--- config.mk ---
export PLATFORM = sky130hd
export DESIGN_NAME = ovr_seq
export DESIGN_NICKNAME = d
export VERILOG_FILES = /design/src/rtl/ovr_pkg.sv /design/src/rtl/ovr_timer.sv /design/src/rtl/ovr_cmp.sv /design/src/rtl/ovr_seq.sv
export SDC_FILE = /design/constraint.sdc
export NUM_CORES = 1
export LEC_CHECK = 0
export BUFFER_PORTS_ARGS = -buffer_cell sky130_fd_sc_hd__buf_2
export CAP_MARGIN = 20
export CELL_PAD_IN_SITES_DETAIL_PLACEMENT = 2
export CELL_PAD_IN_SITES_GLOBAL_PLACEMENT = 2
export CORE_MARGIN = 1.5
export CORE_UTILIZATION = 26
export CTS_CLUSTER_SIZE = 20
export DETAILED_ROUTE_END_ITERATION = 10
export GPL_ROUTABILITY_DRIVEN = 0
export PLACE_DENSITY_LB_ADDON = 0.15
export RECOVER_POWER = 50
export SLEW_MARGIN = 40
export SYNTH_ARGS = -nofsm -noshare
export SYNTH_HDL_FRONTEND = slang
export SYNTH_SLANG_ARGS = --single-unit
--- constraint.sdc ---
create_clock -name clk -period 3.8 [get_ports clk]
set_input_delay 0 -clock clk [delete_from_list [all_inputs] [get_ports clk]]
set_output_delay 0 -clock clk [all_outputs]
set_load 0.005 [all_outputs]
--- src/rtl/ovr_pkg.sv ---
package ovr_pkg;

  typedef enum logic [3:0] {
    S_IDLE, S_RST, S_SETTLE, S_LOAD, S_GAP, S_WEN, S_WID, S_RD, S_DONE
  } ovr_state_e;

  function automatic int unsigned ceil_div(input int unsigned n, input int unsigned d);
    return (n + d - 1) / d;
  endfunction

  // cycles needed to cover a wait given in ns at a clock period given in ps
  function automatic int unsigned ns_to_cycles(input int unsigned ns, input int unsigned ps);
    return ceil_div(ns * 1000, ps);
  endfunction

  function automatic int unsigned max2(input int unsigned a, input int unsigned b);
    return (a > b) ? a : b;
  endfunction

  function automatic int unsigned cnt_width(input int unsigned n);
    return (n < 2) ? 1 : $clog2(n);
  endfunction

endpackage

--- src/rtl/ovr_timer.sv ---
module ovr_timer #(
  parameter int unsigned W = 7
) (
  input  logic         clk,
  input  logic         rst_n,
  input  logic         load,
  input  logic [W-1:0] load_val,
  output logic [W-1:0] cnt,
  output logic         zero
);
  always_ff @(posedge clk) begin
    if (!rst_n)             cnt <= '0;
    else if (load)          cnt <= load_val;
    else if (cnt != '0)     cnt <= cnt - 1'b1;
  end

  assign zero = (cnt == '0);

  // a loaded count must run down one step per cycle
  p_tick_r3: assert property (@(posedge clk) disable iff (!rst_n)
    (!load && !zero) |=> (cnt == $past(cnt) - 1'b1));
endmodule

--- src/rtl/ovr_cmp.sv ---
module ovr_cmp #(
  parameter int unsigned DW = 16
) (
  input  logic          clk,
  input  logic          rst_n,
  input  logic          clr,
  input  logic          sample,
  input  logic [DW-1:0] got,
  input  logic [DW-1:0] want,
  output logic          mismatch
);
  always_ff @(posedge clk) begin
    if (!rst_n)       mismatch <= 1'b0;
    else if (clr)     mismatch <= 1'b0;
    else if (sample && (got != want)) mismatch <= 1'b1;
  end

  p_sticky_r9: assert property (@(posedge clk) disable iff (!rst_n)
    (mismatch && !clr) |=> mismatch);
endmodule

--- src/rtl/ovr_seq.sv ---
module ovr_seq
  import ovr_pkg::*;
#(
  parameter int unsigned ADDR_W    = 10,
  parameter int unsigned DATA_W    = 16,
  parameter int unsigned CLK_PS    = 4000,
  parameter int unsigned SETTLE_NS = 324,
  parameter int unsigned RST_CYC   = 8,
  parameter int unsigned LOAD_CYC  = 4,
  parameter int unsigned SEL_GAP   = 4,
  parameter int unsigned WR_HOLD   = 4,
  parameter int unsigned RD_LAT    = 4,
  parameter int unsigned POR_NS    = 20,
  parameter int unsigned POR_CYC   = 10,
  parameter int unsigned EN_ADDR   = 0,
  parameter int unsigned ID_ADDR   = 9
) (
  input  logic              clk,
  input  logic              rst_n,
  input  logic              start,
  input  logic [DATA_W-1:0] new_id,
  input  logic [DATA_W-1:0] bus_rdata,
  output logic              rcfg_rst_n,
  output logic              core_por_n,
  output logic              shift_ld,
  output logic              if_sel,
  output logic              bus_wr,
  output logic              bus_rd,
  output logic [ADDR_W-1:0] bus_addr,
  output logic [DATA_W-1:0] bus_wdata,
  output logic              busy,
  output logic              done,
  output logic              mismatch
);
  localparam int unsigned SETTLE_C = ns_to_cycles(SETTLE_NS, CLK_PS);
  localparam int unsigned POR_C    = max2(POR_CYC, ns_to_cycles(POR_NS, CLK_PS));
  localparam int unsigned RD_C     = RD_LAT + 1;
  localparam int unsigned MAXD     = max2(max2(max2(RST_CYC, SETTLE_C), max2(LOAD_CYC, SEL_GAP)),
                                          max2(WR_HOLD, RD_C));
  localparam int unsigned TW       = cnt_width(MAXD);
  localparam int unsigned SW       = cnt_width(SETTLE_C + 1);
  localparam int unsigned PW       = cnt_width(POR_C + 1);

  function automatic logic [TW-1:0] reload(input ovr_state_e s);
    int unsigned d;
    case (s)
      S_RST:    d = RST_CYC;
      S_SETTLE: d = SETTLE_C;
      S_LOAD:   d = LOAD_CYC;
      S_GAP:    d = SEL_GAP;
      S_WEN:    d = WR_HOLD;
      S_WID:    d = WR_HOLD;
      S_RD:     d = RD_C;
      default:  d = 1;
    endcase
    return TW'(d - 1);
  endfunction

  ovr_state_e        state_q, state_d;
  logic [TW-1:0]     tmr_cnt;
  logic              tmr_zero, tmr_load;
  logic [DATA_W-1:0] id_q;
  logic              accept, rd_issue, rd_sample;

  assign accept = (state_q == S_IDLE) && start;

  always_comb begin
    state_d = state_q;
    case (state_q)
      S_IDLE:   if (start)    state_d = S_RST;
      S_RST:    if (tmr_zero) state_d = S_SETTLE;
      S_SETTLE: if (tmr_zero) state_d = S_LOAD;
      S_LOAD:   if (tmr_zero) state_d = S_GAP;
      S_GAP:    if (tmr_zero) state_d = S_WEN;
      S_WEN:    if (tmr_zero) state_d = S_WID;
      S_WID:    if (tmr_zero) state_d = S_RD;
      S_RD:     if (tmr_zero) state_d = S_DONE;
      default:                state_d = S_IDLE;
    endcase
  end

  assign tmr_load = (state_d != state_q);

  always_ff @(posedge clk) begin
    if (!rst_n) begin
      state_q <= S_IDLE;
      id_q    <= '0;
    end else begin
      state_q <= state_d;
      if (accept) id_q <= new_id;
    end
  end

  ovr_timer #(.W(TW)) u_tmr (
    .clk(clk), .rst_n(rst_n), .load(tmr_load), .load_val(reload(state_d)),
    .cnt(tmr_cnt), .zero(tmr_zero)
  );

  // read is issued in the first cycle of S_RD, sampled in its last
  assign rd_issue  = (state_q == S_RD) && (tmr_cnt == TW'(RD_LAT));
  assign rd_sample = (state_q == S_RD) && tmr_zero;

  ovr_cmp #(.DW(DATA_W)) u_cmp (
    .clk(clk), .rst_n(rst_n), .clr(accept), .sample(rd_sample),
    .got(bus_rdata), .want(id_q), .mismatch(mismatch)
  );

  assign rcfg_rst_n = (state_q != S_RST);
  assign core_por_n = (state_q == S_IDLE) || (state_q == S_DONE);
  assign shift_ld   = (state_q != S_LOAD);
  assign if_sel     = !((state_q == S_WEN) || (state_q == S_WID) || (state_q == S_RD));
  assign bus_wr     = (state_q == S_WEN) || (state_q == S_WID);
  assign bus_rd     = rd_issue;
  assign bus_addr   = ((state_q == S_WID) || (state_q == S_RD)) ? ADDR_W'(ID_ADDR) : ADDR_W'(EN_ADDR);
  assign bus_wdata  = (state_q == S_WID) ? id_q : '0;
  assign busy       = (state_q != S_IDLE) && (state_q != S_DONE);
  assign done       = (state_q == S_DONE);

  // ---------------- checking counters and assertions ----------------
  logic [SW-1:0] settle_cnt;
  logic [PW-1:0] por_cnt;

  always_ff @(posedge clk) begin
    if (!rst_n || !rcfg_rst_n) settle_cnt <= '0;
    else if (busy && shift_ld && if_sel && settle_cnt != SW'(SETTLE_C))
      settle_cnt <= settle_cnt + 1'b1;
  end

  always_ff @(posedge clk) begin
    if (!rst_n || core_por_n) por_cnt <= '0;
    else if (por_cnt != PW'(POR_C)) por_cnt <= por_cnt + 1'b1;
  end

  p_idle_after_reset_r1: assert property (@(posedge clk)
    !rst_n |=> (!bus_wr && !bus_rd && !busy && !done && core_por_n && shift_ld && if_sel));

  p_settle_wait_r3: assert property (@(posedge clk) disable iff (!rst_n)
    $fell(shift_ld) |-> (settle_cnt == SW'(SETTLE_C)));

  p_load_sel_r4: assert property (@(posedge clk) disable iff (!rst_n)
    !shift_ld |-> (if_sel && rcfg_rst_n && !core_por_n));

  p_bus_owned_r5: assert property (@(posedge clk) disable iff (!rst_n)
    (bus_wr || bus_rd) |-> (!if_sel && shift_ld && !core_por_n && rcfg_rst_n));

  p_wr_stable_r6: assert property (@(posedge clk) disable iff (!rst_n)
    (bus_wr && $past(bus_wr) && bus_addr == $past(bus_addr)) |-> (bus_wdata == $past(bus_wdata)));

  p_por_len_r8: assert property (@(posedge clk) disable iff (!rst_n)
    $rose(core_por_n) |-> (por_cnt == PW'(POR_C)));

  p_done_pulse_r8: assert property (@(posedge clk) disable iff (!rst_n)
    done |=> !done);

  p_no_restart_r10: assert property (@(posedge clk) disable iff (!rst_n)
    (done && start) |=> !busy);
endmodule

---- Yosys cells after proc, flatten, opt, wreduce, memory -nomap -nowiden ----
Index checks and enable logic that the tools add are counted.
word-level totals
  memory bits (writable) .................. 0
  latch bits .............................. 0
  flip-flop bits (word level) ............. 28
  logic and storage cells ................. 59
  output and inout port bits .............. 35
  memories ................................ 0
  input port bits ......................... 35
  bits in read-only memories .............. 0
operators by class
  add/sub/neg operators ................... 2
  reductions and logical operators ........ 17
  muxes and demuxes ....................... 14
  $mul .................................... 0
  equality and inequality tests ........... 21
  magnitude comparators ................... 0
  bitwise gates (word level) .............. 1
  divide/modulo/power cells ............... 0
  shift operators ......................... 0
operators by type and width
  operator                                             number
  2-to-1 mux 4 bit                                     9
  equality test 4 x 3 -> 1 bit, second input constant  8
  case mux 4 bit (8 select lines)                      1
  case mux 7 bit (4 select lines)                      1
  equality test 4 x 2 -> 1 bit, second input constant  4
  2-to-1 mux 16 bit                                    1
  != test 16 bit                                       1
  2-to-1 mux 7 bit                                     2
  subtractor 7 x 1 -> 7 bit, second input constant     2
  equality test 4 x 1 -> 1 bit, second input constant  2
  equality test 7 x 3 -> 1 bit, second input constant  1
  logical NOT 7 bit                                    1
  nonzero test 7 bit                                   1
  logical AND 1 bit                                    5
  equality test 4 bit, second input constant           1
  logical NOT 4 bit                                    1
  logical OR 1 bit                                     4
  != test 4 x 1 -> 1 bit, second input constant        1
  != test 4 x 2 -> 1 bit, second input constant        1
  != test 4 bit                                        1
  != test 4 bit, second input constant                 1
  nonzero test 4 bit                                   1
  OR reduction 4 bit                                   1
  nonzero test 2 bit                                   1
  other kinds (3)                                      3

---- Longest topological paths before layout ----
  word-level depth ........................ 8
  depth in mapped cells ................... 10
  depth with buffers taken out ............ 9

---- By module ----
From an unflattened synthesis, not the netlist that was laid out.
second synthesis, totals
  cell total of the unflattened synthesis .. 226
  area, all modules ....................... 1864.3 sq um
by module, submodules not included
  module     area an instance (sq um)  instances  cells each  sequential area each (sq um)
  ovr_seq    1243.7                    1          157         400.4
  ovr_timer  411.6                     1          44          140.1
  ovr_cmp    209.0                     1          25          20.0

---- Worst setup path after synthesis ----
No wires, ideal clock.
  path type ............................... reg2reg
  start ................................... register u_tmr.cnt[6]
  end ..................................... register u_tmr.cnt[6]
  stages on the path, launching flop included .. 11
  data arrival time ....................... 2.754 ns
  path buffers ............................ 1
  path slack .............................. 0.902 ns
  data required time ...................... 3.656 ns
  clock period less this slack ............ 2.898 ns
  library setup time ...................... 0.144 ns
  cells stage by stage .................... dfxtp_1 or4_4 or3_1 buf_6 or3_1 a311o_1 o21ai_2 ha_1 a21boi_1 mux2i_1 a211oi_1
on the way
  word-level cells in the longest chain between the ends .. 8
  elaborated cells on any way between the ends .. 25
  classes of those cells .................. 2 x add/sub; 8 x eq/ne; 11 x mux; 4 x reduce/logical
ends and longest elaborated chain
  item                                                                                 RTL line         source
  start: declaration                                                                   ovr_timer.sv:8   output logic [W-1:0] cnt,
  start signal: assignment                                                             ovr_timer.sv:13  else if (load) cnt <= load_val;
  start signal: assignment                                                             ovr_timer.sv:14  else if (cnt != '0) cnt <= cnt - 1'b1;
  logical NOT 7 bit                                                                    ovr_timer.sv:17  assign zero = (cnt == '0);
  2-to-1 mux 4 bit, or another cell as far along                                       ovr_seq.sv:77    S_RD: if (tmr_zero) state_d = S_DONE;
  case mux 4 bit (8 select lines)                                                      ovr_seq.sv:69    case (state_q)
  equality test 4 x 3 -> 1 bit / equality test 4 x 2 -> 1 bit (equally long branches)  ovr_seq.sv:46    case (s)
  OR reduction 4 bit (no source line)                                                  -
  case mux 7 bit (4 select lines)                                                      ovr_seq.sv:46
  subtractor 7 x 1 -> 7 bit                                                            ovr_seq.sv:56    return TW'(d - 1);
  2-to-1 mux 7 bit                                                                     ovr_timer.sv:13
Parallel ways exist; a longest one is shown, timed or not. The select of a mux whose other input is x is not followed.
A chain may end at the register's enable or synchronous reset.

---- Worst setup path after layout ----
  start ................................... register state_q[1]
  end ..................................... register u_tmr.cnt[6]
on the way
  word-level cells in the longest chain between the ends .. 7
  elaborated cells on any way between the ends .. 30
  classes of those cells .................. 1 x add/sub; 15 x eq/ne; 11 x mux; 3 x reduce/logical
ends and longest elaborated chain
  item                                                                                 RTL line         source
  start: declaration                                                                   ovr_seq.sv:59    ovr_state_e state_q, state_d;
  start signal: assignment                                                             ovr_seq.sv:89    state_q <= state_d;
  equality test 4 x 3 -> 1 bit, or another cell as far along                           ovr_seq.sv:69
  case mux 4 bit (8 select lines)                                                      ovr_seq.sv:69
  equality test 4 x 3 -> 1 bit / equality test 4 x 2 -> 1 bit (equally long branches)  ovr_seq.sv:46
  OR reduction 4 bit (no source line)                                                  -
  case mux 7 bit (4 select lines)                                                      ovr_seq.sv:46
  subtractor 7 x 1 -> 7 bit                                                            ovr_seq.sv:56
  2-to-1 mux 7 bit                                                                     ovr_timer.sv:13
Parallel ways exist; a longest one is shown, timed or not.

==> metrics list <==
- Gates resized during post-CTS repair numbered 0.
* Clock Tree Buf Depth: 2
- The slowest stage of the critical path is the sky130_fd_sc_hd__nor3_1 cell.
- Fin Hold WS: 0.140 ns
* DRC violation total after the first TritonRoute iteration: 68
* Buffers on Ports: 61
- Vias per std cell: 4.89
- TritonCTS clock tree: yes
- Clock period minus final worst setup slack: 3.26 ns
- 0 antenna diodes ended up in the layout.
- For this design, the sink count on the clock tree is 28.
- Switching share of power: 0.417
- For the worst setup path, the data required time is 4.00 ns.
- Across the VDD grid, the largest voltage drop is 0.196 mV.
* Slew Viols, Final: 0
- Relative max-transition margin: 0.472
- Clock root buffer: sky130_fd_sc_hd__clkbuf_8
- Sequential power share: 0.350
* Final HPWL from detailed placement: 4280 um
* Total of warnings raised by yosys: 0
* Pin count of the biggest net entering global routing: 24
- After clock tree synthesis, the clock-pin slew on the worst setup and hold paths is 0.10 ns.
- Wires add up to 6000 um.
- Std-Cell Core Area: 6390 um^2
- The share of total power dissipated in the clock network is 0.202.
- Critical Path Source Type: flip-flop
* Via count of the first global-routing pass: 1,906
- By area the synthesized netlist is led by sky130_fd_sc_hd__dfxtp_1, sky130_fd_sc_hd__nand2_1, sky130_fd_sc_hd__xor2_1, sky130_fd_sc_hd__and3_1, sky130_fd_sc_hd__a21boi_0.
- Origin of the critical flop-to-flop path: state_q[1]$_SDFF_PN0_
* Reg-to-reg setup timing slack: 0.54 ns
* Proportion of synthesized chip area in sequential cells: 0.326
- Setup violations remaining at the end of the flow were counted as 0.
- List of cells traversed by the critical path: nor3_1 > inv_1 > a21boi_1 > a311o_1 > o21ai_2 > ha_1 > a21boi_1 > mux2i_1 > a211oi_1
- From bottom edge to top edge, the die measures 84.4 um.
- In this run the static leakage power is 1.06 nW.
- Number of cells on the worst reg-to-reg path: 9
- Dividing the detail-routed wire length by the instance count gives 16.3 um.
- Most used cell along the critical path: sky130_fd_sc_hd__a21boi_1
- Ys flop type: sky130_fd_sc_hd__dfxtp_1
- The count of nets left with antenna violations once routing finished came out at 0.
- Fill cells in the final layout number 778.
* Number of top-level pins: 70
* Post-Synthesis Cells: 225
- Setup crit start: state_q[1]$_SDFF_PN0_
- Area leader, netlist: sky130_fd_sc_hd__dfxtp_1
- Of the post-synthesis cell area, the dominant cell type holds 0.326.
- The setup path with the least slack is of type flip-flop to flip-flop.
- Total global routing track utilization: 0.174
- The first TritonRoute pass finished after 6 iterations.
* CP endpoint: u_tmr.cnt[6]$_SDFFE_PN0P_
- Crit end category: flip-flop
* Proportion of register bits with asynchronous set or reset after synthesis: 0
* Initial core utilization: 0.270
- Row generation in the floorplan step produced 29 rows.
- Dividing the final minimum period by the clock period gives 0.857.
- The clock reaches the later pin of the worst-skew pair after 0.28 ns.
- Level count of the clock H-tree: 1
* Setup repair after global routing missed its margin: no
- Cell internal power was estimated by the tool at 0.714 mW.
- Power density relative to cell area: 546 nW/um^2
- Area of the die: 7120 um^2
- Antenna violations before repair: 0
* Worst Path Max Fanout: 16
- First-pass GRT wire length: 9970 um
* Number of flops mapped to enable cells by yosys: 0
- After synthesis, the most frequently instantiated cells are sky130_fd_sc_hd__nand2_1, sky130_fd_sc_hd__dfxtp_1, sky130_fd_sc_hd__and3_1, sky130_fd_sc_hd__xor2_1, sky130_fd_sc_hd__nor2_1.
- The tightest min-delay check is of the primary input to flip-flop type.
- Count of maximum capacitance violations: 0
* Syn Std Cell Area: 1720 um^2
- After synthesis the netlist holds a flip-flop and latch count of 28.
* Run status: complete, no violations
- Remaining global-route overflow: 0
- In this design, the stage delay of the slowest critical-path cell is 0.72 ns.
* Horizontal die dimension: 84.4 um
- DRC violations left: 0
- Data arrival at the endpoint of the critical path: 3.46 ns
- Total negative slack for setup checks: 0 ns
- Vias: 1,804
* Endpoints failing hold: 0
- At the pin with the least slew margin, the transition time is 0.785 ns.
* Number of clock buffers inserted by TritonCTS: 3
- For this run, the top clock speed supported by timing is 0.307 GHz.
- Switching power: 0.511 mW
- Post-layout net count: 329
- The area growth from synthesis to layout is 30.5%.
- The clock arrives with 0.00545 ns of skew.
* Most numerous cell in the Yosys netlist: sky130_fd_sc_hd__nand2_1
* Fraction of layout instances using a drive strength above 1: 0.199
- In this run the mean area of a mapped cell was 7.65 um^2.
- Endpoint of the most critical register-to-register path: u_tmr.cnt[6]$_SDFFE_PN0P_
- Combinational share of power: 0.449
* Post-synthesis cell type count: 41
==> state kept, by name, indices dropped and copies added (netlist names) <==
name            count
state_q             4
u_tmr.cnt           7
id_q               16
u_cmp.mismatch      1
==> repair_timing <==
action | in CTS | in global routing
hold buffers | 16 | 0
hold endpoints to repair | 16 | 0
buffers inserted | 0 | 0
==> cell type report <==
| cell class | count | area (um^2) | area share |
|---|---|---|---|
| tap | 77 | 96.3 | 0.0429 |
| clock buffer | 3 | 41.3 | 0.0184 |
| timing repair buffer | 79 | 462 | 0.206 |
| sequential | 28 | 561 | 0.250 |
| multi-input combinational | 175 | 1030 | 0.460 |
| inverter | 6 | 22.5 | 0.0100 |
| clock inverter | 1 | 30.0 | 0.0134 |
==> how the worst min path moves through the flow <==
stage	start	end	slack [ns]	cells after the start
final	rst_n	u_cmp.mismatch$_SDFFE_PP0P_	0.14	3
after global routing	rst_n	id_q[8]$_SDFFE_PN0P_	0.18	2
after CTS	rst_n	u_cmp.mismatch$_SDFFE_PP0P_	0.15	3
after detailed placement	new_id[14]	id_q[14]$_SDFFE_PN0P_	0.25	3
after global placement	new_id[14]	id_q[14]$_SDFFE_PN0P_	0.25	3
after floorplan	new_id[13]	id_q[13]$_SDFFE_PN0P_	0.13	2
==> cells in the final DEF, fill, tap and decap left out, types with 2 or more instances in the layout <==
cell type,Yosys,final
sky130_fd_sc_hd__buf_2,0,49
sky130_fd_sc_hd__nand2_1,42,42
sky130_fd_sc_hd__dfxtp_1,28,28
sky130_fd_sc_hd__and3_1,20,20
sky130_fd_sc_hd__xor2_1,18,18
sky130_fd_sc_hd__dlygate4sd3_1,0,16
sky130_fd_sc_hd__nor2_1,14,14
sky130_fd_sc_hd__a21boi_0,13,13
sky130_fd_sc_hd__clkbuf_1,12,13
sky130_fd_sc_hd__conb_1,1,8
sky130_fd_sc_hd__a21oi_1,7,7
sky130_fd_sc_hd__o21ai_0,6,6
sky130_fd_sc_hd__inv_1,5,6
sky130_fd_sc_hd__nand3_1,6,6
sky130_fd_sc_hd__nor4_1,6,6
sky130_fd_sc_hd__a21boi_1,5,5
sky130_fd_sc_hd__clkbuf_8,0,3
sky130_fd_sc_hd__nor3_1,2,2
sky130_fd_sc_hd__or3_1,2,2
sky130_fd_sc_hd__a31oi_1,2,2
sky130_fd_sc_hd__nor4b_1,2,2
sky130_fd_sc_hd__mux2i_1,2,2
sky130_fd_sc_hd__xnor2_1,2,2
sky130_fd_sc_hd__a211oi_1,2,2
==> cell families after synthesis <==
logic type	synth area share
AOI/OAI and AO/OA	0.179
adders and majority gates	0.00727
muxes	0.0116
buffers and inverters	0.0872
DFF	0.326
other	0.00218
xor gates and xnor gates	0.102
and+or+nand+nor	0.286
==> power by group through the flow <==
stage | sequential [mW] | combinational, mW | clock (mW)
3_5_place_dp | 0.439 | 0.555 | 0
6_report | 0.428 | 0.550 | 0.247
4_1_cts | 0.432 | 0.578 | 0.255
2_1_floorplan | 0.401 | 0.428 | 0
5_1_grt | 0.441 | 0.623 | 0.263
3_3_place_gp | 0.433 | 0.546 | 0
==> through the flow <==
| stage | power [mW] | utilization | worst slack, ns | cells | instance area, um^2 |
|---|---|---|---|---|---|
| 2_1_floorplan | 0.829 | - | 0.902 | 232 | 1750 |
| 3_3_place_gp | 0.978 | 0.320 | 0.746 | 349 | 2040 |
| 3_5_place_dp | 0.994 | 0.320 | 0.668 | 349 | 2040 |
| 4_1_cts | 1.26 | 0.356 | 0.604 | 369 | 2270 |
| 5_1_grt | 1.33 | 0.352 | 0.224 | 369 | 2250 |
| 6_report | 1.23 | 0.352 | 0.544 | 369 | 2250 |
==> layer usage <==
metal  track usage  routed length (um)
met5             0                   0
met4        0.0352                  42
met3        0.0177                 212
met2         0.301                2890
met1         0.236                2860
==> worst max-delay path: cells and delay by family (launching register included) <==
family          cells  cell delay, ns
flops               1            0.49
simple gates        1            0.72
mux                 1            0.15
buf+inv             1            0.32
fa+ha+maj           1            0.20
compound gates      5            1.28
(Power assumes the default switching activity.)
